## src/rtl/irq_nest_pkg.sv

```systemverilog
package irq_nest_pkg;

    localparam int NUM_SRC    = 11;
    localparam int BASE_SRCS  = 6;
    localparam int EXT_SRCS   = NUM_SRC - BASE_SRCS;
    localparam int IDX_W      = $clog2(NUM_SRC);
    localparam int VEC_W      = 16;
    localparam int VEC_BASE   = 3;
    localparam int VEC_STRIDE = 8;
    localparam int NUM_LVL    = 2;

    typedef enum logic {
        LVL_LOW  = 1'b0,
        LVL_HIGH = 1'b1
    } lvl_e;

    typedef struct packed {
        logic             valid;
        lvl_e             lvl;
        logic [IDX_W-1:0] idx;
    } grant_t;

    function automatic logic [VEC_W-1:0] vec_of(input logic [IDX_W-1:0] idx);
        return VEC_W'(VEC_BASE) + VEC_W'(VEC_STRIDE) * VEC_W'(idx);
    endfunction

endpackage

```

## src/rtl/irq_src_mask.sv

```systemverilog
module irq_src_mask
    import irq_nest_pkg::*;
#(
    parameter int N_SRC  = NUM_SRC,
    parameter int N_BASE = BASE_SRCS,
    localparam int N_EXT = N_SRC - N_BASE
) (
    input  logic [N_SRC-1:0]  flag_a,
    input  logic [N_SRC-1:0]  flag_b,
    input  logic              glob_en,
    input  logic [N_BASE-1:0] en_main,
    input  logic [N_EXT-1:0]  en_ext,
    input  logic [N_BASE-1:0] lvl_main,
    input  logic [N_EXT-1:0]  lvl_ext,
    output logic [N_SRC-1:0]  pend_hi,
    output logic [N_SRC-1:0]  pend_lo
);

    logic [N_SRC-1:0] en_bit;
    logic [N_SRC-1:0] lvl_bit;
    logic [N_SRC-1:0] live;

    for (genvar i = 0; i < N_SRC; i++) begin : g_src
        if (i < N_BASE) begin : g_main
            assign en_bit[i]  = en_main[i];
            assign lvl_bit[i] = lvl_main[i];
        end else begin : g_ext
            assign en_bit[i]  = en_ext[i-N_BASE];
            assign lvl_bit[i] = lvl_ext[i-N_BASE];
        end
        assign live[i]    = (flag_a[i] | flag_b[i]) & en_bit[i] & glob_en;
        assign pend_hi[i] = live[i] & lvl_bit[i];
        assign pend_lo[i] = live[i] & ~lvl_bit[i];
    end

endmodule

```

## src/rtl/irq_prio_pick.sv

```systemverilog
module irq_prio_pick #(
    parameter int N     = 11,
    parameter int IDX_W = 4
) (
    input  logic [N-1:0]     req,
    output logic             valid,
    output logic [IDX_W-1:0] idx
);

    always_comb begin
        valid = |req;
        idx   = '0;
        for (int i = N - 1; i >= 0; i--) begin
            if (req[i]) begin
                idx = IDX_W'(i);
            end
        end
    end

endmodule

```

## src/rtl/irq_svc_track.sv

```systemverilog
module irq_svc_track
    import irq_nest_pkg::*;
(
    input  logic clk,
    input  logic rst,
    input  logic reti,
    input  logic ack_fire,
    input  lvl_e ack_lvl,
    output logic svc_hi,
    output logic svc_lo
);

    logic hi_d;
    logic lo_d;

    always_comb begin
        hi_d = svc_hi;
        lo_d = svc_lo;
        if (reti) begin
            if (svc_hi) begin
                hi_d = 1'b0;
            end else begin
                lo_d = 1'b0;
            end
        end
        if (ack_fire) begin
            if (ack_lvl == LVL_HIGH) begin
                hi_d = 1'b1;
            end else begin
                lo_d = 1'b1;
            end
        end
    end

    always_ff @(posedge clk) begin
        if (rst) begin
            svc_hi <= 1'b0;
            svc_lo <= 1'b0;
        end else begin
            svc_hi <= hi_d;
            svc_lo <= lo_d;
        end
    end

endmodule

```

## src/rtl/irq_req_gate.sv

```systemverilog
module irq_req_gate
    import irq_nest_pkg::*;
(
    input  logic   clk,
    input  logic   rst,
    input  logic   boundary,
    input  logic   reti,
    input  logic   wr_ctrl,
    input  logic   ack,
    input  grant_t cand,
    output logic   req,
    output grant_t held
);

    logic defer_q;
    logic block;
    logic issue;
    logic take;

    always_comb begin
        block = defer_q | reti | wr_ctrl;
        issue = boundary & ~block & cand.valid & ~req;
        take  = req & ack;
    end

    always_ff @(posedge clk) begin
        if (rst) begin
            req     <= 1'b0;
            defer_q <= 1'b0;
            held    <= '0;
        end else begin
            defer_q <= boundary ? 1'b0 : block;
            if (take) begin
                req <= 1'b0;
            end else if (issue) begin
                req  <= 1'b1;
                held <= cand;
            end
        end
    end

endmodule

```

## src/rtl/irq_nest_ctrl.sv

```systemverilog
module irq_nest_ctrl
    import irq_nest_pkg::*;
#(
    parameter int N_SRC  = NUM_SRC,
    parameter int N_BASE = BASE_SRCS,
    localparam int N_EXT = N_SRC - N_BASE
) (
    input  logic              clk,
    input  logic              rst,
    input  logic [N_SRC-1:0]  flag_a,
    input  logic [N_SRC-1:0]  flag_b,
    input  logic              glob_en,
    input  logic [N_BASE-1:0] en_main,
    input  logic [N_EXT-1:0]  en_ext,
    input  logic [N_BASE-1:0] lvl_main,
    input  logic [N_EXT-1:0]  lvl_ext,
    input  logic              cpu_boundary,
    input  logic              cpu_reti,
    input  logic              cpu_wr_ctrl,
    input  logic              cpu_ack,
    output logic              irq_req,
    output logic [IDX_W-1:0]  irq_idx,
    output logic [VEC_W-1:0]  irq_vec
);

    logic [N_SRC-1:0] pend_lvl [NUM_LVL];
    logic             pick_v   [NUM_LVL];
    logic [IDX_W-1:0] pick_idx [NUM_LVL];
    logic             svc_hi;
    logic             svc_lo;
    logic             hi_ok;
    logic             lo_ok;
    grant_t           cand;
    grant_t           held;
    logic             ack_fire;

    irq_src_mask #(.N_SRC(N_SRC), .N_BASE(N_BASE)) u_mask (
        .flag_a   (flag_a),
        .flag_b   (flag_b),
        .glob_en  (glob_en),
        .en_main  (en_main),
        .en_ext   (en_ext),
        .lvl_main (lvl_main),
        .lvl_ext  (lvl_ext),
        .pend_hi  (pend_lvl[LVL_HIGH]),
        .pend_lo  (pend_lvl[LVL_LOW])
    );

    for (genvar l = 0; l < NUM_LVL; l++) begin : g_lvl
        irq_prio_pick #(.N(N_SRC), .IDX_W(IDX_W)) u_pick (
            .req   (pend_lvl[l]),
            .valid (pick_v[l]),
            .idx   (pick_idx[l])
        );
    end

    always_comb begin
        hi_ok = ~svc_hi;
        lo_ok = ~svc_hi & ~svc_lo;
        cand  = '0;
        if (hi_ok && pick_v[LVL_HIGH]) begin
            cand.valid = 1'b1;
            cand.lvl   = LVL_HIGH;
            cand.idx   = pick_idx[LVL_HIGH];
        end else if (lo_ok && pick_v[LVL_LOW]) begin
            cand.valid = 1'b1;
            cand.lvl   = LVL_LOW;
            cand.idx   = pick_idx[LVL_LOW];
        end
    end

    irq_req_gate u_gate (
        .clk      (clk),
        .rst      (rst),
        .boundary (cpu_boundary),
        .reti     (cpu_reti),
        .wr_ctrl  (cpu_wr_ctrl),
        .ack      (cpu_ack),
        .cand     (cand),
        .req      (irq_req),
        .held     (held)
    );

    assign ack_fire = irq_req & cpu_ack;

    irq_svc_track u_svc (
        .clk      (clk),
        .rst      (rst),
        .reti     (cpu_reti),
        .ack_fire (ack_fire),
        .ack_lvl  (held.lvl),
        .svc_hi   (svc_hi),
        .svc_lo   (svc_lo)
    );

    assign irq_idx = held.idx;
    assign irq_vec = vec_of(held.idx);

endmodule

```

## config.mk

```make
export PLATFORM = sky130hd
export DESIGN_NAME = irq_nest_ctrl
export DESIGN_NICKNAME = d
export VERILOG_FILES = /design/src/rtl/irq_nest_pkg.sv /design/src/rtl/irq_src_mask.sv /design/src/rtl/irq_prio_pick.sv /design/src/rtl/irq_svc_track.sv /design/src/rtl/irq_req_gate.sv /design/src/rtl/irq_nest_ctrl.sv
export SDC_FILE = /design/constraint.sdc
export NUM_CORES = 1
export LEC_CHECK = 0
export BUFFER_PORTS_ARGS = -buffer_cell sky130_fd_sc_hd__buf_2
export CORE_ASPECT_RATIO = 0.5
export CORE_MARGIN = 10
export CORE_UTILIZATION = 25
export CTS_CLUSTER_DIAMETER = 150
export DETAILED_ROUTE_END_ITERATION = 8
export SYNTH_ARGS = -nofsm -noshare
export SYNTH_HDL_FRONTEND = slang
export SYNTH_SLANG_ARGS = --single-unit
```

## constraint.sdc

```tcl
create_clock -name clk -period 2 [get_ports clk]
set_input_delay 0.1 -clock clk [delete_from_list [all_inputs] [get_ports clk]]
set_output_delay 0.1 -clock clk [all_outputs]
set_load 0.03 [all_outputs]
```

==> metrics.yaml, run 1 <==
flow_run:
  cap_viol_max_count: 0
setup_path:
  cp.arrival_ps: 1930
  cp-start-kind: "flop"
  crit_required_ps: 2170
  worstSetupPathType: "flop to flop"
  crit_chain: "nor3_1 -> nand3b_1 -> nor3_1 -> a21bo_2 -> a2111o_1 -> a21oi_2"
  crit_fanout: 5
  slowest_stage: "a2111o_1"
  rr_worst_depth: 6
  endpoint_kind: "flop"
  timing.critical_path.mode_cell: "nor3_1"
  critPathMaxStageDelay_ps: 420
clock_network:
  hold_buffers: 0
  cts_buffers: 3
  ctsLongestPathBuffers: 2
  cts_tree: "yes"
  clk_latency_ps: 230
  cts_sinks: 9
  clkTransAtPathRegs_ps: 50
  ctsHtreeMaxLevel: 1
  cts_root_buffer: "clkbuf_8"
floorplan:
  core_region_area_mm2: 0.004382
  die_w_um: 114.9
  die_y_um: 67.46
  io_pins: 72
  die_area_mm2: 0.007752
  rows: 17
  initial_utilization_pct: 25.70
detailed_routing:
  first_pass_iters: 4
  drtIter0Drc: 32
  wire_per_inst_um: 14.72
  drcViolationCount: 0
  num_vias: 1212
  wirelength_um: 3577
  ant_nets: 0
  via_per_inst: 4.988
logic_synthesis:
  yosysWarnings: 0
  yosys.area.top_type: "dfxtp_1"
  synthTopCellsByArea: "dfxtp_1, buf_4, o2111ai_1"
  synth_edf_count: 0
  synthesis.area_mm2: 0.001126
  async_flop_share_pct: 0
  synth_seq_cells: 9
  synth_top_area_share_pct: 16.00
  ys_seq_area_share_pct: 16.00
  synthFlopType: "dfxtp_1"
  synthCells: 130
  synth_common_cells: "buf_4, o2111ai_1, dfxtp_1"
  ys_types: 47
  avgSynthCellArea_um2: 8.662
  yosysMostFrequentCell: "buf_4"
place:
  place_ws_ps: 10.41
  place.gp.congestion: 0.7850
  hpwlAfterDp_um: 3221
  io_buffers: 59
finish:
  post_route_cells_drive_above_1_share_pct: 44.62
  final_nets: 238
  antenna_cells: 0
  area_growth_pct: 27.44
grt:
  grt_antenna_before_repair: 0
  grt_pass1_wl_um: 5630
  gr-total-overflow: 0
  grt_start_max_net_pins: 22
  grtUsageTotal_pct: 8.766
  grt_pass1_vias: 1243
sta:
  setup_tns_ps: 0
  period_share_pct: 87.77
  fmax_mhz: 569.6
  finalHoldViolCount: 0
  layout_min_cycle_time_ps: 1755
  worst_hold_slack_ps: 48.35
  drv_slew: 0
  finClkSkew_ps: 2.147
  setup_violations: 0
  fin_ws_ps: 244.5
  rsz0062_at_grt: "false"
run_status:
  status: "finished, final reports clean"
power_and_ir_drop:
  finalPower_mw: 0.6982
  power_leakage_nw: 0.6298
  power.density_mw_per_mm2: 486.5
  irDropWorstVdd_mv: 0.1717
hold_path:
  hold_depth: 2
  hold_path.class: "primary input to flop"
[repair_timing]
action,in CTS,in global routing
endpoints found under the setup margin,0,1
buffers inserted,0,0
resized for setup,0,1
[final timing paths]
check	start	endpoint	slack, ps
worst min register to register	u_gate.held[3]$_SDFFE_PP0P_	u_gate.held[3]$_SDFFE_PP0P_	490
worst min-delay path	cpu_boundary	u_gate.defer_q$_SDFF_PP0_	50
worst max-delay path	u_gate.defer_q$_SDFF_PP0_	u_gate.held[3]$_SDFFE_PP0P_	240
worst max register to register	u_gate.defer_q$_SDFF_PP0_	u_gate.held[3]$_SDFFE_PP0P_	240
[power breakdown]
group / internal [mW] / switching [mW] / total, mW
sequential: 0.190 / 0.00757 / 0.197
combinational: 0.112 / 0.178 / 0.291
clock: 0.139 / 0.0714 / 0.210
[critical path, delay by kind of cell, from the launching register on]
family          cells  cell delay [ps]
flops               1              290
simple gates        3              590
compound gates      3              810
[stage by stage]
| step | util (%) | area [µm²] | std cells |
|---|---|---|---|
| 6_report | 32.75 | 1435 | 243 |
| 5_1_grt | 32.75 | 1435 | 243 |
| 4_1_cts | 32.75 | 1435 | 243 |
| 3_5_place_dp | 31.72 | 1390 | 239 |
| 3_3_place_gp | 31.72 | 1390 | 239 |
| 2_1_floorplan | - | 1164 | 140 |
[placed cells by master (no fill, tap or decap), types with 2 or more instances in the layout]
| cell | n |
|---|---|
| buf_2 | 59 |
| conb_1 | 12 |
| o2111ai_1 | 11 |
| dfxtp_1 | 9 |
| nor2_1 | 7 |
| nor3_1 | 7 |
| o211ai_2 | 6 |
| nand2_1 | 6 |
| inv_1 | 5 |
| o21ai_0 | 5 |
| a21oi_1 | 5 |
| nand3_1 | 5 |
| o211ai_1 | 5 |
| a211oi_1 | 4 |
| a311oi_1 | 3 |
| clkbuf_8 | 3 |
| nand3b_1 | 2 |
| o22ai_2 | 2 |
| buf_4 | 2 |
[final cells by class]
cell class | instances | area [µm²]
Sequential cell | 9 | 180.2
Multi-Input combinational cell | 107 | 809.5
Timing Repair Buffer | 61 | 310.3
Clock buffer | 4 | 45.04
Fill cell | 483 | 2947
Inverter | 5 | 18.77
Tap cell | 57 | 71.32
[layer usage]
layer	track usage (%)	part of all wire, %	vias up
met2	14.66	45	40
met4	3.221	1.0	0
met3	3.537	12	5
met1	10.04	42	551
met5	0	0	-
li1	-	-	616
[kinds of logic after synthesis]
family	count (synthesis)	share of synthesized area, %
compound gates	58	47.11
simple gates	37	20.78
buf+inv	24	15.44
flops	9	16.00
other cells	2	0.6669
[sequential cells by signal, summed over array words and instances, names as in the netlist]
| register | cells |
|---|---|
| u_svc.svc_lo | 1 |
| u_gate.defer_q | 1 |
| u_gate.held | 5 |
| u_gate.req | 1 |
| u_svc.svc_hi | 1 |
Note: power is estimated with default switching activity, not from simulation.
==> inputs of run 2 (changes only) <==
Settings changed: PLACE_DENSITY from default to 0.48.
==> run 2 against run 1 <==
  * Fmax fell by 5.1%
  * Cell count increased by 1.6%
  * Design area increased by 2.1%
  * Sequential share of layout area shrank 0.26 points
  * Worst setup slack worse by 95 ps
  * Sequential power hardly changed
  * Die area is the same
  * Clock-buffer cell count stayed put
==> metrics.yaml, run 2 (synthesized netlist as in run 1, its figures left out) <==
run_status:
  status: "finished, final reports clean"
detailed_routing:
  ant_nets: 0
  first_pass_iters: 4
  drtIter0Drc: 31
  via_per_inst: 4.976
  wirelength_um: 3625
  num_vias: 1229
  drcViolationCount: 0
  wire_per_inst_um: 14.68
power_and_ir_drop:
  irDropWorstVdd_mv: 0.1676
  power.density_mw_per_mm2: 479.4
  seqPwrFrac_pct: 28.0
  p_switching_mw: 0.2550
  p_int_mw: 0.4474
  clkPwrFrac_pct: 29.3
  power_leakage_nw: 0.6476
  switching_share_pct: 36.30
  finalPower_mw: 0.7024
  comb_power_share_pct: 42.7
finish:
  final_area_mm2: 0.001465
  largest_register: "u_gate.held"
  largest_register_ffs: 5
  area_growth_pct: 30.11
  post_route_cells_drive_above_1_share_pct: 45.79
  fillers: 475
  final_common_cell: "buf_2"
  layout_common_cells: "buf_2, conb_1, o2111ai_1, dfxtp_1"
  antenna_cells: 0
  final_nets: 242
flow_run:
  cap_viol_max_count: 0
setup_path:
  endpoint_kind: "flop"
  reg2reg_slack_ps: 150
  cp.arrival_ps: 2010
  crit_required_ps: 2160
  crit_fanout: 5
  cp_top_family: "compound AO/OA/AOI/OAI gates"
  cp-start-kind: "flop"
  worstSetupPathType: "flop to flop"
  crit_chain: "nor3_1 -> nand3b_1 -> nor3_1 -> a21bo_2 -> a2111o_1 -> a21oi_2"
  slowest_stage: "a2111o_1"
  rr_worst_depth: 6
  timing.critical_path.mode_cell: "nor3_1"
  path_buf_inv: 0
  path_depth: 6
  critPathMaxStageDelay_ps: 430
floorplan:
  io_pins: 72
  die_y_um: 67.46
  rows: 17
  die_w_um: 114.9
  core_region_area_mm2: 0.004382
  initial_utilization_pct: 25.70
  die_area_mm2: 0.007752
place:
  io_buffers: 59
  placed_area_mm2: 0.001420
  place.gp.congestion: 0.8128
  hpwlAfterDp_um: 3238
grt:
  gr-total-overflow: 0
  grtUsageTotal_pct: 8.710
  grt_start_max_net_pins: 23
  grt_antenna_before_repair: 0
  grt_pass1_vias: 1294
  grt_pass1_wl_um: 5713
clock_network:
  clkTransAtPathRegs_ps: 40
  ctsHtreeMaxLevel: 1
  cts_resized: 0
  post_cts_buffers: 0
  cts_root_buffer: "clkbuf_8"
  ctsLongestPathBuffers: 2
  cts_buffers: 3
  clk_latency_ps: 230
  hold_buffers: 0
  cts_tree: "yes"
  cts_sinks: 9
hold_path:
  hold_depth: 2
  hold_path.class: "primary input to flop"
sta:
  setup_tns_ps: 0
  period_share_pct: 92.53
  worst_hold_slack_ps: 52.07
  setup_violations: 0
  drv_slew: 0
  finClkSkew_ps: 5.042
  layout_min_cycle_time_ps: 1851
  finalHoldViolCount: 0
  rsz0062_at_grt: "false"
  fmax_mhz: 540.3
==> run 2: layer usage <==
metal | vias to the layer above | wire [µm] | global-route usage, %
met2 | 32 | 1842 | 16.13
met5 | - | 0 | 0
met3 | 2 | 223 | 2.122
li1 | 625 | - | -
met4 | 0 | 25 | 2.301
met1 | 570 | 1532 | 9.935
==> run 2: power by group through the flow <==
| stage | Combinational, mW | Clock (mW) | Sequential [mW] |
|---|---|---|---|
| CTS | 0.301 | 0.210 | 0.197 |
| detailed placement | 0.300 | 0 | 0.200 |
| floorplan | 0.200 | 0 | 0.212 |
| global route | 0.328 | 0.223 | 0.198 |
| finish | 0.300 | 0.206 | 0.196 |
| global placement | 0.300 | 0 | 0.200 |
==> run 2: stage by stage <==
| stage | worst slack (ps) | cells | util, % |
|---|---|---|---|
| 5_1_grt | 23.90 | 247 | 33.44 |
| 4_1_cts | 151.5 | 247 | 33.44 |
| 3_5_place_dp | -19.20 | 243 | 32.41 |
| 2_1_floorplan | 362.3 | 140 | - |
| 6_report | 149.3 | 247 | 33.44 |
| 3_3_place_gp | 41.51 | 243 | 32.41 |
==> run 2: cell type report <==
class / count / area, µm² / share of cell area (%)
well taps: 57 / 71.32 / 4.868
repair buffers: 65 / 340.3 / 23.23
clock buffers: 4 / 45.04 / 3.074
multi-input cells: 107 / 809.5 / 55.25
inverters: 5 / 18.77 / 1.281
flip-flops and latches: 9 / 180.2 / 12.30
==> run 2: path summary, 6_finish.rpt <==
kind,startpoint,endpoint
setup / recovery,u_gate.defer_q$_SDFF_PP0_,u_gate.held[3]$_SDFFE_PP0P_
hold / removal,cpu_boundary,u_gate.defer_q$_SDFF_PP0_
hold reg to reg,u_gate.held[3]$_SDFFE_PP0P_,u_gate.held[3]$_SDFFE_PP0P_
setup reg to reg,u_gate.defer_q$_SDFF_PP0_,u_gate.held[3]$_SDFFE_PP0P_
==> inputs of run 3 (changes only) <==
Settings changed: ABC_AREA from default to 1, MAX_ROUTING_LAYER from default to met4, PLACE_DENSITY 0.48 to 0.47.
==> run 3 against run 2 <==
  * Total power barely moved
  * Highest routed layer is now met3
  * Clock skew fell by 4.2 ps
  * Die area is 2.8% higher
==> metrics.yaml, run 3 <==
place:
  place.gp.congestion: 0.7864
  io_buffers: 59
  hpwlAfterDp_um: 3009
  place_ws_ps: 330.3
finish:
  area_growth_pct: 26.26
  layout_common_cells: "buf_2, nand2_1, inv_1, nand4_1, nor2_1"
  antenna_cells: 0
  largest_register_ffs: 5
  multiInputGateArea_um2: 728.2
  largest_register: "u_gate.held"
  final_nets: 304
  seq_area_um2: 180.2
  fillers: 500
  post_route_cells_drive_above_1_share_pct: 33.33
  final_common_cell: "buf_2"
detailed_routing:
  via_per_inst: 4.227
  drcViolationCount: 0
  drtIter0Drc: 34
  ant_nets: 0
  first_pass_iters: 4
  wirelength_um: 3283
  wire_per_inst_um: 10.62
  num_vias: 1306
logic_synthesis:
  synth_common_cells: "nand2_1, inv_1, buf_4, nand4_1, nor2_1"
  ys_seq_area_share_pct: 15.43
  synth_seq_cells: 9
  ys_types: 29
  synthFlopType: "dfxtp_1"
  yosys.area.top_type: "dfxtp_1"
  avgSynthCellArea_um2: 5.926
  synth_top_area_share_pct: 15.43
  synth_edf_count: 0
  synthTopCellsByArea: "dfxtp_1, nand2_1, inv_1"
  yosysWarnings: 0
  yosysMostFrequentCell: "nand2_1"
  async_flop_share_pct: 0
  synthesis.area_mm2: 0.001167
  synthCells: 197
setup_path:
  crit_required_ps: 2120
  path_depth: 11
  crit_chain: "buf_2 -> nand2_1 -> o21bai_1 -> nor2_1 -> nor2_1 -> nand3_2 -> nand3_2 -> nand2_4 -> o21ai_1 -> nor2_1 -> nor2_1"
  cp_top_family: "simple AND/OR/NAND/NOR gates"
  cp-start-kind: "primary input"
  timing.critical_path.mode_cell: "nor2_1"
  rr_worst_depth: 7
  slowest_stage: "buf_2"
  critPathMaxStageDelay_ps: 330
  cp.arrival_ps: 1520
  endpoint_kind: "flop"
  path_buf_inv: 1
  worstSetupPathType: "primary input to flop"
  crit_fanout: 22
sta:
  finClkSkew_ps: 0.8106
  period_share_pct: 70.25
  fin_ws_ps: 595.0
  layout_min_cycle_time_ps: 1405
  finalHoldViolCount: 0
  setup_tns_ps: 0
  fmax_mhz: 711.7
  drv_slew: 0
  setup_violations: 0
  rsz0062_at_grt: "false"
hold_path:
  hold_path.class: "primary input to flop"
  hold_depth: 2
floorplan:
  io_pins: 72
  die_area_mm2: 0.007969
  core_region_area_mm2: 0.004446
  die_y_um: 68.32
  initial_utilization_pct: 26.26
  die_w_um: 116.6
  rows: 17
clock_network:
  ctsHtreeMaxLevel: 1
  clkTransAtPathRegs_ps: 40
  ctsLongestPathBuffers: 2
  cts_sinks: 9
  cts_tree: "yes"
  clk_latency_ps: 230
  post_cts_buffers: 0
  cts_resized: 0
  cts_root_buffer: "clkbuf_8"
  hold_buffers: 0
  cts_buffers: 3
power_and_ir_drop:
  irDropWorstVdd_mv: 0.1537
  power_leakage_nw: 0.9302
  switching_share_pct: 38.24
  seqPwrFrac_pct: 28.4
  p_switching_mw: 0.2687
  clkPwrFrac_pct: 29.3
  power.density_mw_per_mm2: 476.8
  comb_power_share_pct: 42.3
  p_int_mw: 0.4340
flow_run:
  cap_viol_max_count: 0
grt:
  grt_antenna_before_repair: 0
  gr-total-overflow: 0
  grt_pass1_vias: 1283
  grtUsageTotal_pct: 8.186
  grt_pass1_wl_um: 5299
  grt_start_max_net_pins: 23
run_status:
  status: "finished, final reports clean"
run 3: cell count changes in the layout (fill, tap and decap cells not counted), sizes merged, moves of 5 or more:
cell     delta
nor2       +12
o2111ai    -11
nand2      +46
inv        +35
o21ai       +5
buf         -6
o211ai     -10
nand4      +19
run 3: path summary, 6_finish.rpt:
kind / start / to / slack (ps)
worst min-delay path: cpu_boundary / u_gate.defer_q$_SDFF_PP0_ / 40
worst max register to register: u_gate.defer_q$_SDFF_PP0_ / u_gate.held[2]$_SDFFE_PP0P_ / 660
worst min register to register: u_gate.held[4]$_SDFFE_PP0P_ / u_gate.held[4]$_SDFFE_PP0P_ / 480
worst max-delay path: glob_en / u_gate.held[2]$_SDFFE_PP0P_ / 600
run 3: layout make-up:
type,instances,area share [%]
inverters,41,10.44
clock buffers,4,3.056
multi-input cells,139,49.41
flip-flops and latches,9,12.22
repair buffers,59,20.03
well taps,57,4.839
run 3: routing by layer:
metal | track usage (%) | share of wire [%] | vias up
met5 | - | 0 | -
met2 | 13.24 | 45 | 37
met4 | 2.752 | 0 | 0
met3 | 1.222 | 6.7 | 0
met1 | 10.32 | 48 | 561
li1 | - | - | 708
run 3: worst register-to-register path: cells and delay by family, from the launching register on:
family | cells | cell delay, ps
AND/OR/NAND/NOR | 6 | 850
flip-flops | 1 | 290
AO/OA/AOI/OAI | 1 | 70
run 3: kinds of logic (layout without fill, tap and decap cells):
logic type / count (synthesis) / count (layout) / synth area share, %
simple gates: 108 / 108 / 49.73
compound gates: 19 / 19 / 8.788
flops: 9 / 9 / 15.43
buf+inv: 59 / 104 / 25.40
other cells: 2 / 12 / 0.6433
run 3: per-stage QoR:
| step | util, % | hold WS [ps] | area (µm²) | std cells | total power [mW] |
|---|---|---|---|---|---|
| final | 33.16 | 42.31 | 1474 | 309 | 0.7028 |
| after global routing | 33.16 | 43.56 | 1474 | 309 | 0.7625 |
| after CTS | 33.16 | 38.16 | 1474 | 309 | 0.7107 |
| after detailed placement | 32.14 | 280.8 | 1429 | 305 | 0.5017 |
| after global placement | 32.14 | 280.2 | 1429 | 305 | 0.4990 |
| after floorplan | - | 169.1 | 1205 | 207 | 0.4327 |
run 3: power by group through the flow:
stage	sequential [mW]	clock (mW)	combinational [mW]
floorplan	0.218	0	0.215
global placement	0.203	0	0.296
detailed placement	0.203	0	0.298
CTS	0.200	0.211	0.299
global route	0.203	0.224	0.336
finish	0.200	0.206	0.297
